`src/rtl/dbf_pkg.sv`:
```
package dbf_pkg;
  typedef enum logic {
    JUST_LEFT  = 1'b0,
    JUST_RIGHT = 1'b1
  } just_e;

  typedef enum logic [1:0] {
    SEL_NONE = 2'd0,
    SEL_LO   = 2'd1,
    SEL_HI   = 2'd2
  } byte_sel_e;
endpackage

```
`src/rtl/dbf_strobe.sv`:
```
module dbf_strobe
  import dbf_pkg::*;
(
  input  logic      clk,
  input  logic      rst_n,
  input  logic      wr_n,
  input  logic      hi_sel_n,
  input  logic      lo_sel_n,
  input  logic      load_n,
  output logic      wr_fire,
  output byte_sel_e which,
  output logic      dac_load
);
  logic wr_q;
  logic wr_d;

  always_comb begin
    wr_d = wr_n;
  end

  always_ff @(posedge clk or negedge rst_n) begin
    if (!rst_n) wr_q <= 1'b1;
    else        wr_q <= wr_d;
  end

  always_comb begin
    wr_fire = wr_q & ~wr_n;
    unique case ({hi_sel_n, lo_sel_n})
      2'b10:   which = SEL_LO;
      2'b01:   which = SEL_HI;
      default: which = SEL_NONE;
    endcase
    dac_load = wr_fire & ~load_n;
  end
endmodule

```
`src/rtl/dbf_packer.sv`:
```
module dbf_packer
  import dbf_pkg::*;
#(
  parameter int BUS_W  = 8,
  parameter int CODE_W = 12
) (
  input  logic [CODE_W-1:0] cur_code,
  input  logic [BUS_W-1:0]  bus_byte,
  input  byte_sel_e         which,
  input  just_e             just,
  output logic [CODE_W-1:0] new_code
);
  localparam int REM_W = CODE_W - BUS_W;

  always_comb begin
    new_code = cur_code;
    unique case (which)
      SEL_HI: begin
        if (just == JUST_LEFT) new_code = {bus_byte, cur_code[REM_W-1:0]};
        else                   new_code = {bus_byte[REM_W-1:0], cur_code[BUS_W-1:0]};
      end
      SEL_LO: begin
        if (just == JUST_LEFT) new_code = {cur_code[CODE_W-1:REM_W], bus_byte[BUS_W-1 -: REM_W]};
        else                   new_code = {cur_code[CODE_W-1:BUS_W], bus_byte};
      end
      default: new_code = cur_code;
    endcase
  end
endmodule

```
`src/rtl/dbf_regs.sv`:
```
module dbf_regs
  import dbf_pkg::*;
#(
  parameter int CODE_W = 12
) (
  input  logic              clk,
  input  logic              rst_n,
  input  logic              wr_fire,
  input  byte_sel_e         which,
  input  logic              dac_load,
  input  logic [CODE_W-1:0] packed_code,
  input  logic              norm_mode,
  input  logic              sel_ctl,
  output logic [CODE_W-1:0] inp_q,
  output logic [CODE_W-1:0] dac_q,
  output just_e             fmt_q
);
  logic              inp_en;
  logic              dac_en;
  logic              fmt_en;
  logic [CODE_W-1:0] inp_d;
  logic [CODE_W-1:0] dac_d;
  just_e             fmt_d;

  always_comb begin
    inp_en = wr_fire && (which != SEL_NONE);
    inp_d  = packed_code;
    dac_en = dac_load;
    dac_d  = inp_en ? packed_code : inp_q;
    fmt_en = norm_mode;
    fmt_d  = just_e'(sel_ctl);
  end

  always_ff @(posedge clk or negedge rst_n) begin
    if (!rst_n) begin
      inp_q <= '0;
      dac_q <= '0;
      fmt_q <= JUST_LEFT;
    end else begin
      if (inp_en) inp_q <= inp_d;
      if (dac_en) dac_q <= dac_d;
      if (fmt_en) fmt_q <= fmt_d;
    end
  end
endmodule

```
`src/rtl/dac_byte_front.sv`:
```
module dac_byte_front
  import dbf_pkg::*;
#(
  parameter int BUS_W  = 8,
  parameter int CODE_W = 12,
  parameter int SYNC_W = 2
) (
  input  logic              clk,
  input  logic              rst_n,
  input  logic              wr_n,
  input  logic              hi_sel_n,
  input  logic              lo_sel_n,
  input  logic              load_n,
  input  logic              norm_mode,
  input  logic              sel_ctl,
  input  logic [BUS_W-1:0]  bus_data,
  output logic [CODE_W-1:0] dac_code
);
  logic [SYNC_W-1:0] rst_pipe;
  logic              rst_int_n;
  logic              wr_fire;
  byte_sel_e         which;
  logic              dac_load;
  just_e             just;
  just_e             fmt_q;
  logic [CODE_W-1:0] packed_code;
  logic [CODE_W-1:0] inp_q;
  logic [CODE_W-1:0] dac_q;

  always_ff @(posedge clk or negedge rst_n) begin
    if (!rst_n) rst_pipe <= '0;
    else        rst_pipe <= {rst_pipe[SYNC_W-2:0], 1'b1};
  end
  assign rst_int_n = rst_pipe[SYNC_W-1];

  dbf_strobe u_strobe (
    .clk      (clk),
    .rst_n    (rst_int_n),
    .wr_n     (wr_n),
    .hi_sel_n (hi_sel_n),
    .lo_sel_n (lo_sel_n),
    .load_n   (load_n),
    .wr_fire  (wr_fire),
    .which    (which),
    .dac_load (dac_load)
  );

  always_comb begin
    just = norm_mode ? just_e'(sel_ctl) : fmt_q;
  end

  dbf_packer #(.BUS_W(BUS_W), .CODE_W(CODE_W)) u_packer (
    .cur_code (inp_q),
    .bus_byte (bus_data),
    .which    (which),
    .just     (just),
    .new_code (packed_code)
  );

  dbf_regs #(.CODE_W(CODE_W)) u_regs (
    .clk         (clk),
    .rst_n       (rst_int_n),
    .wr_fire     (wr_fire),
    .which       (which),
    .dac_load    (dac_load),
    .packed_code (packed_code),
    .norm_mode   (norm_mode),
    .sel_ctl     (sel_ctl),
    .inp_q       (inp_q),
    .dac_q       (dac_q),
    .fmt_q       (fmt_q)
  );

  always_comb begin
    if (norm_mode) dac_code = dac_q;
    else           dac_code = {CODE_W{sel_ctl}};
  end
endmodule

```
`config.mk`:
```
export PLATFORM = sky130hd
export DESIGN_NAME = dac_byte_front
export DESIGN_NICKNAME = d
export VERILOG_FILES = /design/src/rtl/dbf_pkg.sv /design/src/rtl/dbf_strobe.sv /design/src/rtl/dbf_packer.sv /design/src/rtl/dbf_regs.sv /design/src/rtl/dac_byte_front.sv
export SDC_FILE = /design/constraint.sdc
export NUM_CORES = 1
export LEC_CHECK = 0
export ABC_AREA = 0
export BUFFER_PORTS_ARGS = -buffer_cell sky130_fd_sc_hd__buf_2
export CORE_MARGIN = 3
export CORE_UTILIZATION = 47
export CTS_CLUSTER_SIZE = 28
export DETAILED_ROUTE_END_ITERATION = 8
export PLACE_DENSITY = 0.72
export SLEW_MARGIN = 40
export SYNTH_ARGS = -nofsm -noshare
export SYNTH_HDL_FRONTEND = slang
export SYNTH_HIERARCHICAL = 1
export SYNTH_SLANG_ARGS = --single-unit
```
`constraint.sdc`:
```
create_clock -name clk -period 0.81 [get_ports clk]
set_input_delay 0.0405 -clock clk [delete_from_list [all_inputs] [get_ports clk]]
set_output_delay 0.0405 -clock clk [all_outputs]
set_load 0.02 [all_outputs]
```
Word-level counts from Yosys, hierarchy flattened
Cells that the tools add are included. W data, S select, Z words.

Register bits after elaboration: 28. Input bits: 16. Output and inout bits: 12. Logic and storage cells: 22.

Eq/ne operators: 4. Mux-type cells: 7. Bitwise operators: 4. Reduce and logical (&&, ||, !) cells: 2.

Operators by type and width (number): $mux W12 (3); $pmux W12 S2 (1); $mux W8 (1); $eq A2 B1 Y1 const B (2); $eq A2 B2 Y1 const B (2); $pmux W2 S2 (1); $and A1 B1 Y1 (2); $not A1 Y1 (2); $reduce_bool A2 Y1 (1); $logic_and A1 B1 Y1 (1); $mux W1 (1).

Longest topological paths before layout
Gate-level depths: netlist (run 1).

Depth after elaboration: 5. Gate-level depth with buffers: 9. Depth with buffers taken out: 8.

By module
Netlist (run 1), hierarchy kept.

By module, submodules not included: dbf_regs (instances 1, cells each 97, area an instance 1176.1 µm², sequential area each 625.6 µm²); dbf_packer (instances 1, cells each 40, area an instance 281.5 µm², sequential area each 0.0 µm²); dac_byte_front (instances 1, cells each 18, area an instance 254.0 µm², sequential area each 50.0 µm²); dbf_strobe (instances 1, cells each 5, area an instance 60.1 µm², sequential area each 26.3 µm²).

Least setup slack after synthesis (run 1)
No wires, ideal clock.

Kind: in2reg. From: input lo_sel_n. To: register u_regs.inp_q[4]. Setup time: 0.125 ns. Arrival: 1.540 ns. Setup slack: -0.855 ns. Stages: 8. Path buffers: 1. Cells stage by stage: nor2b_1 > inv_1 > ha_1 > buf_6 > nor2b_1 > a211o_1 > o2bb2ai_1 > mux2_4.

Word-level cells in the longest chain between the ends: 5. Elaborated cells on any way between the ends: 9. Those cells by class: eq/ne: 4; mux: 3; reduce/logical: 2.

Ends and longest elaborated chain: from (decl) (RTL line dac_byte_front.sv:12) `input logic lo_sel_n,`; $eq A2 B1 Y1 or $eq A2 B2 Y1 (tied branches) (RTL line dbf_strobe.sv:28) `unique case ({hi_sel_n, lo_sel_n})`; $pmux W2 S2 * (RTL line dbf_strobe.sv:28); $eq A2 B1 Y1 or $eq A2 B2 Y1 (tied branches) (RTL line dbf_packer.sv:17) `unique case (which)`; $pmux W12 S2 * (RTL line dbf_packer.sv:17); net packed_code[4] (RTL line dac_byte_front.sv:26) `logic [CODE_W-1:0] packed_code;`; $mux W12 *; net u_regs.dac_d[4] (RTL line dbf_regs.sv:22) `logic [CODE_W-1:0] dac_d;`; to (signal assigned) (RTL line dbf_regs.sv:40) `if (inp_en) inp_q <= inp_d;`; to (decl) (RTL line dbf_regs.sv:14) `output logic [CODE_W-1:0] inp_q,`.

The timed path passes the listed nets; every way through them passes the cells marked *. A chain may end at the register's enable or synchronous reset.

Worst setup path after layout (run 1)
From: register u_regs.fmt_q. To: register u_regs.inp_q[6].

Word-level cells in the longest chain between the ends: 4. Elaborated cells on any way between the ends: 5. Those cells by class: mux: 5.

Ends and longest elaborated chain: from (decl) (RTL line dbf_regs.sv:16) `output just_e fmt_q`; from (signal assigned) (RTL line dbf_regs.sv:42) `if (fmt_en) fmt_q <= fmt_d;`; $mux W1 *; net just (RTL line dac_byte_front.sv:24) `just_e just;`; $mux W8 or $mux W12 (tied branches) (RTL line dbf_packer.sv:23, dbf_packer.sv:19); $pmux W12 S2 * (RTL line dbf_packer.sv:17); net packed_code[6] (RTL line dac_byte_front.sv:26); $mux W12 *; net u_regs.dac_d[6] (RTL line dbf_regs.sv:22).

Marks and branches as above.

==> results of run 1 <==
[sequential cells by signal, indices dropped and copies added (netlist names)]
register / cells
u_regs/fmt_q: 1
u_regs/inp_q: 12
rst_pipe: 2
u_regs/dac_q: 12
u_strobe/wr_q: 1
[metal layers]
metal,part of all wire,wire (um),track usage,vias to the layer above
li1,-,-,-,715
met1,0.43,1946,0.2939,757
met4,0.021,95,0.08354,0
met3,0.053,238,0.03494,12
met2,0.50,2236,0.3656,51
met5,0,0,0,-
[kinds of logic after synthesis]
family	Yosys count
muxes	30
AOI/OAI and AO/OA	51
adders and majority gates	2
buffers and inverters	28
other	1
DFF	28
and+or+nand+nor	20
[layout make-up]
| cell class | count | area (um2) | area share |
|---|---|---|---|
| multi-input cells | 105 | 1159 | 0.4528 |
| clock buffers | 4 | 45.04 | 0.01760 |
| flip-flops and latches | 28 | 703.2 | 0.2748 |
| well taps | 46 | 57.56 | 0.02249 |
| repair buffers | 65 | 541.8 | 0.2117 |
| inverters | 14 | 52.55 | 0.02054 |
[layout by cell type, fill, tap and decap left out, drive strengths merged, types with 12 or more instances in the layout]
| master | count |
|---|---|
| dfrtp | 27 |
| o2111ai | 12 |
| o221ai | 12 |
| o21ai | 17 |
| inv | 14 |
| buf | 63 |
| mux2 | 27 |
| nand2 | 12 |
[critical path: cells and delay by family (launching register included)]
kind	cells	cell delay (ns)
flip-flops	1	0.40
multiplexers	2	0.61
AO/OA/AOI/OAI	2	0.53
[stage by stage]
| stage | setup TNS [ns] | util |
|---|---|---|
| 6_report | -22.19 | 0.7377 |
| 5_1_grt | -23.91 | 0.7377 |
| 4_1_cts | -21.42 | 0.7154 |
| 3_5_place_dp | -20.54 | 0.6079 |
| 3_3_place_gp | -18.77 | 0.6079 |
| 2_1_floorplan | -15.61 | - |
[power breakdown]
| group | switching, mW | internal [mW] |
|---|---|---|
| registers | 0.148 | 1.62 |
| clock network | 0.425 | 0.353 |
| logic | 0.755 | 0.962 |
| total | 1.33 | 2.93 |
[worst max path at each step]
stage | startpoint | endpoint | cells past startpoint
5_1_grt | u_regs/fmt_q | u_regs/dac_q[4] | 5
3_5_place_dp | lo_sel_n | u_regs/inp_q[0] | 8
4_1_cts | u_regs/fmt_q | u_regs/dac_q[4] | 6
6_report | u_regs/fmt_q | u_regs/inp_q[6] | 4
3_3_place_gp | lo_sel_n | u_regs/dac_q[4] | 8
2_1_floorplan | u_regs/fmt_q | u_regs/inp_q[4] | 5
[timing repair]
action,4_1_cts,5_1_grt
gates cloned,1,0
hold endpoints to repair,3,0
endpoints found under the setup margin,36,37
pin swaps,3,1
resized for setup,56,11
buffers inserted,9,2
hold buffers,2,0
==> flow_summary.html, run 1 <==
<table>
<tr><th>Metric</th><th>Value</th></tr>
<tr><th colspan="2">Final layout</th></tr>
<tr><td>Layout net count</td><td>235</td></tr>
<tr><td>Final std cells w/o fill</td><td>262</td></tr>
<tr><td>Fill cell total of the finished layout</td><td>230</td></tr>
<tr><td>Post-Layout Inst Area</td><td>2559 um2</td></tr>
<tr><td>Antenna Cells</td><td>0</td></tr>
<tr><td>Layout cells sized above 1</td><td>0.5972</td></tr>
<tr><td>Area delta synth-&gt;final</td><td>44.42%</td></tr>
<tr><th colspan="2">Synthesis</th></tr>
<tr><td>Ys async rst share</td><td>1.000</td></tr>
<tr><td>Synth area leaders</td><td>dfrtp_1 (38%), mux2_4 (17%), o2111ai_1 (5.9%)</td></tr>
<tr><td>Synth unique cells</td><td>27</td></tr>
<tr><td>Seq/Total Area, Yosys</td><td>0.3962</td></tr>
<tr><td>Combinational family with the most area after synthesis</td><td>multiplexers</td></tr>
<tr><td>Most used flip-flop cell after synthesis</td><td>dfrtp_1</td></tr>
<tr><td>Synth warnings</td><td>6</td></tr>
<tr><td>Top cell types by occurrence after synthesis</td><td>dfrtp_1 (27), mux2_4 (20), o21ai_0 (16), inv_1 (14)</td></tr>
<tr><td>Number of storage elements in the synthesis netlist</td><td>28</td></tr>
<tr><td>Compound-cell area share of the yosys netlist</td><td>0.2182</td></tr>
<tr><td>Count of flip-flops with a built-in enable after synthesis</td><td>0</td></tr>
<tr><td>Post-Synth Simple-Gate Area</td><td>0.06003</td></tr>
<tr><td>Cell taking the most area after synthesis</td><td>dfrtp_1</td></tr>
<tr><td>Top-area cell type share of the netlist area</td><td>0.3814</td></tr>
<tr><td>Post-synthesis area per instance</td><td>11.07 um2</td></tr>
<tr><td>Share of synthesized cell area in full adder, half adder and majority cells</td><td>0.01412</td></tr>
<tr><td>Post-synth design cell area</td><td>1772 um2</td></tr>
<tr><td>Nets in the synthesized netlist</td><td>178</td></tr>
<tr><td>Most used standard cell by instance count after synthesis</td><td>dfrtp_1</td></tr>
<tr><td>Area share of xor/xnor cells in the synthesized design</td><td>0</td></tr>
<tr><td>Number of instances in the synthesized netlist</td><td>160</td></tr>
<tr><td>Portion of netlist area occupied by mux cells</td><td>0.2302</td></tr>
<tr><th colspan="2">Place</th></tr>
<tr><td>Minimum setup slack after placement</td><td>-0.8711 ns</td></tr>
<tr><td>Placer Congestion</td><td>0.7926</td></tr>
<tr><td>Dpl cell area</td><td>2108 um2</td></tr>
<tr><td>DP HPWL</td><td>3063 um</td></tr>
<tr><td># placed instances</td><td>244</td></tr>
<tr><td>Port Buf Inserts</td><td>27</td></tr>
<tr><th colspan="2">STA</th></tr>
<tr><td>Final min period</td><td>1.653 ns</td></tr>
<tr><td>Final critical-path setup slack</td><td>-0.8426 ns</td></tr>
<tr><td>Worst clock skew on the final layout</td><td>0.003715 ns</td></tr>
<tr><td>Number of max-slew violations in the final report</td><td>0</td></tr>
<tr><td>Period utilisation layout</td><td>2.040</td></tr>
<tr><td>Hold violation total from the final report</td><td>0</td></tr>
<tr><td>Final-report setup violation count</td><td>37</td></tr>
<tr><td>Achievable Freq</td><td>0.6051 GHz</td></tr>
<tr><td>Setup repair after global routing missed its margin</td><td>yes</td></tr>
<tr><td>Post-Route Hold Slack</td><td>0.06819 ns</td></tr>
<tr><th colspan="2">Detailed routing</th></tr>
<tr><td>Number of detailed-route iterations in the first pass</td><td>4</td></tr>
<tr><td>Total Routed Length</td><td>4517 um</td></tr>
<tr><td>Average routed wire per standard cell</td><td>17.24 um</td></tr>
<tr><td>Per-cell via count in the routed design</td><td>5.859</td></tr>
<tr><td>Vias after detailed routing</td><td>1535</td></tr>
<tr><td>Total DRC errors in the routed layout</td><td>0</td></tr>
<tr><td>Remaining number of nets flagged by the antenna check after routing</td><td>0</td></tr>
<tr><td>Violation count after the first detailed-route iteration</td><td>64</td></tr>
<tr><th colspan="2">GRT</th></tr>
<tr><td>Remaining global-route overflow</td><td>0</td></tr>
<tr><td>Global-route wire length before repair</td><td>7541 um</td></tr>
<tr><td>Global-route total usage across every layer</td><td>0.2221</td></tr>
<tr><td>Pin count of the biggest net entering global routing</td><td>37</td></tr>
<tr><td>Initial antenna violation count</td><td>0</td></tr>
<tr><td>Vias in the first global route</td><td>1558</td></tr>
<tr><th colspan="2">Status</th></tr>
<tr><td>Violated checks</td><td>negative setup slack</td></tr>
<tr><td>Run status</td><td>finished with violations</td></tr>
<tr><th colspan="2">Critical path</th></tr>
<tr><td>Kind of launch point of the worst setup path</td><td>flop</td></tr>
<tr><td>RR Startpoint</td><td>u_regs/fmt_q</td></tr>
<tr><td>Slowest library cell on the worst path</td><td>dfrtp_1</td></tr>
<tr><td>Critical path class</td><td>reg -&gt; reg</td></tr>
<tr><td>Peak per-stage delay on the critical path</td><td>0.40 ns</td></tr>
<tr><td>Dominant cell type by count on the critical path</td><td>mux2_4</td></tr>
<tr><td>Cell-by-cell trace of the critical path</td><td>mux2_4 -&gt; a211o_4 -&gt; o2bb2ai_2 -&gt; mux2_4</td></tr>
<tr><td>Critical Path AT</td><td>1.82 ns</td></tr>
<tr><td>Data required time of the critical path</td><td>0.97 ns</td></tr>
<tr><td>R2R Path End</td><td>u_regs/inp_q[6]</td></tr>
<tr><td>Worst setup slack for register-to-register paths</td><td>-0.84 ns</td></tr>
<tr><td>Critical path fanouts, max</td><td>6</td></tr>
<tr><td>Worst r2r path cells</td><td>4</td></tr>
<tr><td>Critical path capture point type</td><td>flop</td></tr>
<tr><th colspan="2">Die</th></tr>
<tr><td>Site row count</td><td>21</td></tr>
<tr><td>Width of the chip</td><td>67.40 um</td></tr>
<tr><td>Initial standard-cell utilization of the core</td><td>0.5108</td></tr>
<tr><td>Height of the chip</td><td>67.40 um</td></tr>
<tr><td>I/O pin count</td><td>28</td></tr>
<tr><td>Core region area</td><td>3468 um2</td></tr>
<tr><td>Die outline area</td><td>4542 um2</td></tr>
<tr><th colspan="2">Clock network</th></tr>
<tr><td>Clock-pin transition on the worst setup and hold timing paths</td><td>0.09 ns</td></tr>
<tr><td>Clock tree from TritonCTS</td><td>done</td></tr>
<tr><td>Number of buffers on the longest clock path</td><td>2</td></tr>
<tr><td>Clk root buf</td><td>clkbuf_8</td></tr>
<tr><td>Source-to-sink clock delay at the later pin of the worst-skew pair</td><td>0.27 ns</td></tr>
<tr><td>H-tree lvl count</td><td>1</td></tr>
<tr><td>TritonCTS sink count</td><td>28</td></tr>
<tr><td>TritonCTS buffer count</td><td>3</td></tr>
<tr><th colspan="2">Power and ir drop</th></tr>
<tr><td>Leakage power figure</td><td>1.150 nW</td></tr>
<tr><td>Max rail drop VDD</td><td>0.7175 mV</td></tr>
<tr><td>Power consumption</td><td>4.258 mW</td></tr>
<tr><td>Pwr per Cell Area</td><td>1664 nW/um2</td></tr>
<tr><th colspan="2">Flow run</th></tr>
<tr><td>Number of max-capacitance violations reported</td><td>0</td></tr>
<tr><th colspan="2">Min path</th></tr>
<tr><td>Hold/Removal Path Class</td><td>in -&gt; async</td></tr>
</table>
No activity file was read; power rests on OpenSTA's default activity.
==> run 2, diff against run 1 <==
Settings changed: SETUP_SLACK_MARGIN set to 0.15.
==> run 2 against run 1 <==
Against the previous run: the run still ends with negative setup slack left; final area down 7.2%; clock power up 47%; flip-flop and latch count unchanged; critical path type unchanged.
==> flow_summary.html, run 2 (synthesized netlist as in run 1, its figures left out) <==
<table>
<tr><th>Metric</th><th>Value</th></tr>
<tr><th colspan="2">Place</th></tr>
<tr><td>Dpl cell area</td><td>2112 um2</td></tr>
<tr><td>DP HPWL</td><td>3089 um</td></tr>
<tr><td>Port Buf Inserts</td><td>27</td></tr>
<tr><td>Placer Congestion</td><td>0.8471</td></tr>
<tr><td>Minimum setup slack after placement</td><td>-0.8259 ns</td></tr>
<tr><td># placed instances</td><td>243</td></tr>
<tr><th colspan="2">Critical path</th></tr>
<tr><td>Critical Path AT</td><td>1.82 ns</td></tr>
<tr><td>Critical path capture point type</td><td>flop</td></tr>
<tr><td>Critical path class</td><td>reg -&gt; reg</td></tr>
<tr><td>Kind of launch point of the worst setup path</td><td>flop</td></tr>
<tr><td>Critical path fanouts, max</td><td>6</td></tr>
<tr><td>Data required time of the critical path</td><td>0.99 ns</td></tr>
<tr><th colspan="2">Detailed routing</th></tr>
<tr><td>Per-cell via count in the routed design</td><td>5.735</td></tr>
<tr><td>Average routed wire per standard cell</td><td>17.29 um</td></tr>
<tr><td>Total Routed Length</td><td>4444 um</td></tr>
<tr><td>Remaining number of nets flagged by the antenna check after routing</td><td>0</td></tr>
<tr><td>Total DRC errors in the routed layout</td><td>0</td></tr>
<tr><td>Vias after detailed routing</td><td>1474</td></tr>
<tr><td>Violation count after the first detailed-route iteration</td><td>69</td></tr>
<tr><td>Number of detailed-route iterations in the first pass</td><td>4</td></tr>
<tr><th colspan="2">STA</th></tr>
<tr><td>Number of max-slew violations in the final report</td><td>0</td></tr>
<tr><td>Final-report setup violation count</td><td>36</td></tr>
<tr><td>Period utilisation layout</td><td>2.022</td></tr>
<tr><td>Achievable Freq</td><td>0.6105 GHz</td></tr>
<tr><td>Final min period</td><td>1.638 ns</td></tr>
<tr><td>Setup repair after global routing missed its margin</td><td>yes</td></tr>
<tr><td>Hold violation total from the final report</td><td>0</td></tr>
<tr><td>Worst clock skew on the final layout</td><td>0.01187 ns</td></tr>
<tr><td>Final critical-path setup slack</td><td>-0.8281 ns</td></tr>
<tr><td>Aggregate negative setup slack</td><td>-21.43 ns</td></tr>
<tr><th colspan="2">Clock network</th></tr>
<tr><td>Clock tree from TritonCTS</td><td>done</td></tr>
<tr><td>H-tree lvl count</td><td>1</td></tr>
<tr><td>TritonCTS buffer count</td><td>3</td></tr>
<tr><td>Number of buffers on the longest clock path</td><td>2</td></tr>
<tr><td>Clk root buf</td><td>clkbuf_8</td></tr>
<tr><td>TritonCTS sink count</td><td>28</td></tr>
<tr><td>Clock-pin transition on the worst setup and hold timing paths</td><td>0.11 ns</td></tr>
<tr><td>Source-to-sink clock delay at the later pin of the worst-skew pair</td><td>0.28 ns</td></tr>
<tr><th colspan="2">GRT</th></tr>
<tr><td>Global-route total usage across every layer</td><td>0.2049</td></tr>
<tr><td>Remaining global-route overflow</td><td>0</td></tr>
<tr><td>Initial antenna violation count</td><td>0</td></tr>
<tr><td>Global-route wire length before repair</td><td>7120 um</td></tr>
<tr><td>Pin count of the biggest net entering global routing</td><td>37</td></tr>
<tr><td>Vias in the first global route</td><td>1488</td></tr>
<tr><th colspan="2">Final layout</th></tr>
<tr><td>Layout net count</td><td>230</td></tr>
<tr><td>Area delta synth-&gt;final</td><td>33.97%</td></tr>
<tr><td>Antenna Cells</td><td>0</td></tr>
<tr><td>Layout cells sized above 1</td><td>0.4739</td></tr>
<tr><td>Post-Layout Inst Area</td><td>2374 um2</td></tr>
<tr><td>Most common cell after layout, fill and taps aside</td><td>buf_4</td></tr>
<tr><td>Final std cells w/o fill</td><td>257</td></tr>
<tr><td>Highest-count cells in the layout ignoring fill and taps</td><td>buf_4 (28), dfrtp_1 (26), mux2_4 (23), buf_2 (15), inv_1 (14)</td></tr>
<tr><td>Fill cell total of the finished layout</td><td>269</td></tr>
<tr><td>Largest registers</td><td>u_regs/dac_q (12), u_regs/inp_q (12), rst_pipe (2)</td></tr>
<tr><th colspan="2">Power and ir drop</th></tr>
<tr><td>Pwr per Cell Area</td><td>1863 nW/um2</td></tr>
<tr><td>Leakage power figure</td><td>1.103 nW</td></tr>
<tr><td>Max rail drop VDD</td><td>0.9000 mV</td></tr>
<tr><th colspan="2">Die</th></tr>
<tr><td>Height of the chip</td><td>67.40 um</td></tr>
<tr><td>Die outline area</td><td>4542 um2</td></tr>
<tr><td>Initial standard-cell utilization of the core</td><td>0.5108</td></tr>
<tr><td>Width of the chip</td><td>67.40 um</td></tr>
<tr><td>Core region area</td><td>3468 um2</td></tr>
<tr><td>I/O pin count</td><td>28</td></tr>
<tr><td>Site row count</td><td>21</td></tr>
<tr><th colspan="2">Min path</th></tr>
<tr><td>Hold/Removal Path Class</td><td>in -&gt; async</td></tr>
<tr><th colspan="2">Status</th></tr>
<tr><td>Run status</td><td>finished with violations</td></tr>
<tr><td>Violated checks</td><td>negative setup slack</td></tr>
<tr><th colspan="2">Flow run</th></tr>
<tr><td>Number of max-capacitance violations reported</td><td>0</td></tr>
</table>
## run 2: area by class of cell
type                       instances  area, um2  share of cell area
multi-input combinational        105      988.4              0.4164
sequential                        28      703.2              0.2963
timing repair buffer              60      500.5              0.2109
tap                               46      57.56             0.02425
inverter                          14      52.55             0.02214
clock buffer                       3      41.29             0.01740
clock inverter                     1      30.03             0.01265
## run 2: repair_timing
action / 4_1_cts / 5_1_grt
gates resized for setup: 26 / 9
hold buffers: 2 / 0
setup buffers: 3 / 4
cloned: 0 / 1
endpoints found under the hold margin: 3 / 0
setup endpoints to repair: 37 / 37
pin swaps: 0 / 1
## run 2: worst paths after layout
check / startpoint / to / slack [ns] / cells after the start
min in group clk: sel_ctl / u_regs/fmt_q / 0.27 / 3
max in group asynchronous: rst_pipe[1] / u_regs/fmt_q / 0.34 / 1
min reg2reg: rst_pipe[1] / u_regs/inp_q[4] / 0.11 / 0
min: rst_n / rst_pipe[1] / 0.05 / 2
max reg2reg: u_regs/fmt_q / u_regs/inp_q[7] / -0.83 / 4
max: u_regs/fmt_q / u_regs/inp_q[7] / -0.83 / 4
## run 2: worst max-delay path, cell delays in order, from the launching register on
cell and delay, ns:
dfrtp_1 0.42, mux2_4 0.34, a211o_1 0.34, o2bb2ai_1 0.17, mux2_4 0.28
## run 2: through the flow
step	util	hold WS [ns]	power, mW
2_1_floorplan	-	-0.2551	2.568
3_3_place_gp	0.6089	-0.1750	3.007
3_5_place_dp	0.6089	-0.1730	3.065
4_1_cts	0.6649	0.05558	4.311
5_1_grt	0.6843	0.05873	4.616
6_report	0.6843	0.04972	4.423
## run 2: layer usage
layer / track usage / up-vias / share of wire
met1: 0.2758 / 699 / 0.46
met3: 0.01498 / 4 / 0.056
met5: 0 / - / 0
met4: 0.05316 / 0 / 0.0086
li1: - / 702 / -
met2: 0.3558 / 69 / 0.48
## run 2: power by group
group	switching [mW]	total, mW	internal (mW)
sequential	0.139	1.75	1.62
combinational	0.663	1.53	0.868
clock	0.475	1.14	0.663
==> run 3, diff against run 2 <==
Settings changed: CORE_MARGIN 3 to 4, PLACE_DENSITY 0.72 to 0.74, SYNTH_HIERARCHICAL 1 to not set.
==> run 3 against run 2 <==
Against the previous run: the flow finishes with violations (negative hold slack, negative setup slack); count of clock-buffer cells in the layout did not move; largest cell class unchanged; largest power group unchanged; critical path depth did not move; die area fell by 17%.
==> flow_summary.html, run 3 <==
<table>
<tr><th>Metric</th><th>Value</th></tr>
<tr><th colspan="2">Clock network</th></tr>
<tr><td>Number of buffers on the longest clock path</td><td>2</td></tr>
<tr><td>Clock tree from TritonCTS</td><td>done</td></tr>
<tr><td>H-tree lvl count</td><td>1</td></tr>
<tr><td>Clk root buf</td><td>clkbuf_4</td></tr>
<tr><td>Clock-pin transition on the worst setup and hold timing paths</td><td>0.16 ns</td></tr>
<tr><td>TritonCTS sink count</td><td>28</td></tr>
<tr><td>TritonCTS buffer count</td><td>3</td></tr>
<tr><td>Source-to-sink clock delay at the later pin of the worst-skew pair</td><td>0.33 ns</td></tr>
<tr><th colspan="2">Die</th></tr>
<tr><td>Die outline area</td><td>3779 um2</td></tr>
<tr><td>Site row count</td><td>19</td></tr>
<tr><td>Initial standard-cell utilization of the core</td><td>0.4915</td></tr>
<tr><td>I/O pin count</td><td>28</td></tr>
<tr><td>Height of the chip</td><td>61.47 um</td></tr>
<tr><td>Width of the chip</td><td>61.47 um</td></tr>
<tr><td>Core region area</td><td>2734 um2</td></tr>
<tr><th colspan="2">Place</th></tr>
<tr><td>Placer Congestion</td><td>0.8975</td></tr>
<tr><td>DP HPWL</td><td>2530 um</td></tr>
<tr><td>Port Buf Inserts</td><td>27</td></tr>
<tr><th colspan="2">GRT</th></tr>
<tr><td>Initial antenna violation count</td><td>0</td></tr>
<tr><td>Global-route total usage across every layer</td><td>0.2030</td></tr>
<tr><td>Vias in the first global route</td><td>1180</td></tr>
<tr><td>Remaining global-route overflow</td><td>0</td></tr>
<tr><td>Pin count of the biggest net entering global routing</td><td>22</td></tr>
<tr><td>Global-route wire length before repair</td><td>5630 um</td></tr>
<tr><th colspan="2">STA</th></tr>
<tr><td>Number of max-slew violations in the final report</td><td>0</td></tr>
<tr><td>Worst clock skew on the final layout</td><td>0.007081 ns</td></tr>
<tr><td>Final min period</td><td>1.649 ns</td></tr>
<tr><td>Hold violation total from the final report</td><td>2</td></tr>
<tr><td>Achievable Freq</td><td>0.6064 GHz</td></tr>
<tr><td>Final critical-path setup slack</td><td>-0.8391 ns</td></tr>
<tr><td>Period utilisation layout</td><td>2.036</td></tr>
<tr><td>Post-Route Hold Slack</td><td>-0.01620 ns</td></tr>
<tr><td>Setup repair after global routing missed its margin</td><td>yes</td></tr>
<tr><td>Final-report setup violation count</td><td>37</td></tr>
<tr><th colspan="2">Synthesis</th></tr>
<tr><td>Nets in the synthesized netlist</td><td>159</td></tr>
<tr><td>Count of flip-flops with a built-in enable after synthesis</td><td>0</td></tr>
<tr><td>Top-area cell type share of the netlist area</td><td>0.5028</td></tr>
<tr><td>Ys async rst share</td><td>1.000</td></tr>
<tr><td>Number of instances in the synthesized netlist</td><td>139</td></tr>
<tr><td>Cell taking the most area after synthesis</td><td>dfrtp_1</td></tr>
<tr><td>Synth area leaders</td><td>dfrtp_1 (50%), nand2_1 (13%), mux2_2 (6.7%)</td></tr>
<tr><td>Post-synth design cell area</td><td>1344 um2</td></tr>
<tr><td>Synth warnings</td><td>0</td></tr>
<tr><td>Most used flip-flop cell after synthesis</td><td>dfrtp_1</td></tr>
<tr><td>Seq/Total Area, Yosys</td><td>0.5223</td></tr>
<tr><td>Top cell types by occurrence after synthesis</td><td>nand2_1 (48), dfrtp_1 (27)</td></tr>
<tr><td>Synth unique cells</td><td>20</td></tr>
<tr><td>Post-synthesis area per instance</td><td>9.668 um2</td></tr>
<tr><td>Number of storage elements in the synthesis netlist</td><td>28</td></tr>
<tr><td>Most used standard cell by instance count after synthesis</td><td>nand2_1</td></tr>
<tr><th colspan="2">Final layout</th></tr>
<tr><td>Antenna Cells</td><td>0</td></tr>
<tr><td>Fill cell total of the finished layout</td><td>182</td></tr>
<tr><td>Highest-count cells in the layout ignoring fill and taps</td><td>nand2_1 (48), buf_4 (26), dfrtp_1 (26), buf_2 (15), buf_6 (14)</td></tr>
<tr><td>Area delta synth-&gt;final</td><td>50.19%</td></tr>
<tr><td>Layout net count</td><td>218</td></tr>
<tr><td>Most common cell after layout, fill and taps aside</td><td>nand2_1</td></tr>
<tr><td>Layout cells sized above 1</td><td>0.4467</td></tr>
<tr><td>Largest registers</td><td>u_regs.dac_q (12), u_regs.inp_q (12), rst_pipe (2)</td></tr>
<tr><th colspan="2">Status</th></tr>
<tr><td>Violated checks</td><td>negative hold slack, negative setup slack</td></tr>
<tr><td>Run status</td><td>finished with violations</td></tr>
<tr><th colspan="2">Critical path</th></tr>
<tr><td>Critical Path AT</td><td>1.88 ns</td></tr>
<tr><td>Critical path fanouts, max</td><td>5</td></tr>
<tr><td>Critical path class</td><td>reg -&gt; reg</td></tr>
<tr><td>Worst r2r path cells</td><td>4</td></tr>
<tr><td>Data required time of the critical path</td><td>1.04 ns</td></tr>
<tr><td>Critical path capture point type</td><td>flop</td></tr>
<tr><td>Kind of launch point of the worst setup path</td><td>flop</td></tr>
<tr><th colspan="2">Power and ir drop</th></tr>
<tr><td>Leakage power figure</td><td>1.035 nW</td></tr>
<tr><td>Max rail drop VDD</td><td>1.459 mV</td></tr>
<tr><td>Pwr per Cell Area</td><td>1977 nW/um2</td></tr>
<tr><td>Power consumption</td><td>3.991 mW</td></tr>
<tr><th colspan="2">Detailed routing</th></tr>
<tr><td>Number of detailed-route iterations in the first pass</td><td>4</td></tr>
<tr><td>Average routed wire per standard cell</td><td>15.36 um</td></tr>
<tr><td>Remaining number of nets flagged by the antenna check after routing</td><td>0</td></tr>
<tr><td>Per-cell via count in the routed design</td><td>5.346</td></tr>
<tr><td>Violation count after the first detailed-route iteration</td><td>47</td></tr>
<tr><td>Total DRC errors in the routed layout</td><td>0</td></tr>
<tr><td>Total Routed Length</td><td>3501 um</td></tr>
<tr><td>Vias after detailed routing</td><td>1219</td></tr>
<tr><th colspan="2">Flow run</th></tr>
<tr><td>Number of max-capacitance violations reported</td><td>0</td></tr>
<tr><th colspan="2">Min path</th></tr>
<tr><td>Hold/Removal Path Class</td><td>in -&gt; async</td></tr>
</table>
## run 3: changes by cell type after synthesis, sizes merged, moves of 10 or more
cell,delta
inv,-11
mux2,-18
o221ai,-12
nand2,+36
buf,-10
o2111ai,-12
## run 3: final timing paths
path	from	to	slack (ns)
setup / recovery	u_strobe.wr_q	u_regs.dac_q[6]	-0.84
hold / removal	rst_n	rst_pipe[1]	-0.02
setup reg to reg	u_strobe.wr_q	u_regs.dac_q[6]	-0.84
hold reg to reg	rst_pipe[1]	u_regs.inp_q[5]	0.11
max in group asynchronous	rst_pipe[1]	u_regs.inp_q[8]	0.37
min in group clk	bus_data[0]	u_regs.inp_q[8]	0.09
## run 3: metrics by stage
step / worst slack, ns / util / std cells / TNS [ns] / cell area, um2
after detailed placement: -0.7673 / 0.6343 / 206 / -15.88 / 1734
after global routing: -0.8717 / 0.7382 / 228 / -20.60 / 2018
final: -0.8391 / 0.7382 / 228 / -18.87 / 2018
after floorplan: -0.6292 / - / 139 / -12.98 / 1460
after CTS: -0.7809 / 0.7103 / 220 / -18.07 / 1942
after global placement: -0.7015 / 0.6343 / 206 / -14.59 / 1734
## run 3: timing repair
item	4_1_cts	5_1_grt
endpoints found under the hold margin	2	1
pin swaps	18	5
endpoints found under the setup margin	37	38
hold buffers	2	1
resized for setup	25	3
setup buffers	8	8
## run 3: per-layer routing
layer	track usage	wire [um]
met4	0.06364	61
met2	0.3338	1793
met5	0	0
met1	0.2761	1487
met3	0.03145	158
## run 3: critical path, cell delays in order (launching register included)
cell	delay [ns]
dfstp_2	0.61
nor4b_4	0.29
mux2i_4	0.14
a22o_1	0.26
mux2_4	0.26
## run 3: cells by family (layout without fill, tap and decap cells)
family          after synthesis  count (layout)  synth area share
mux                          14              14            0.1210
other cells                   1               1          0.002791
compound gates               20              20           0.09311
flops                        28              28            0.5224
fa+ha+maj                     4               4           0.03725
buf+inv                       8              66           0.02234
simple gates                 64              64            0.2011
## run 3: cell type report
class | instances | area (um2) | share of cell area
tap | 31 | 38.79 | 0.01922
sequential | 28 | 703.2 | 0.3484
clock inverter | 1 | 30.03 | 0.01488
inverter | 3 | 11.26 | 0.005580
timing repair buffer | 59 | 488.0 | 0.2418
multi-input combinational | 103 | 724.4 | 0.3590
clock buffer | 3 | 22.52 | 0.01116
## run 3: power breakdown
part | switching, mW | internal, mW
Sequential | 0.120 | 1.63
Clock | 0.426 | 0.501
Combinational | 0.579 | 0.739
Total | 1.12 | 2.87
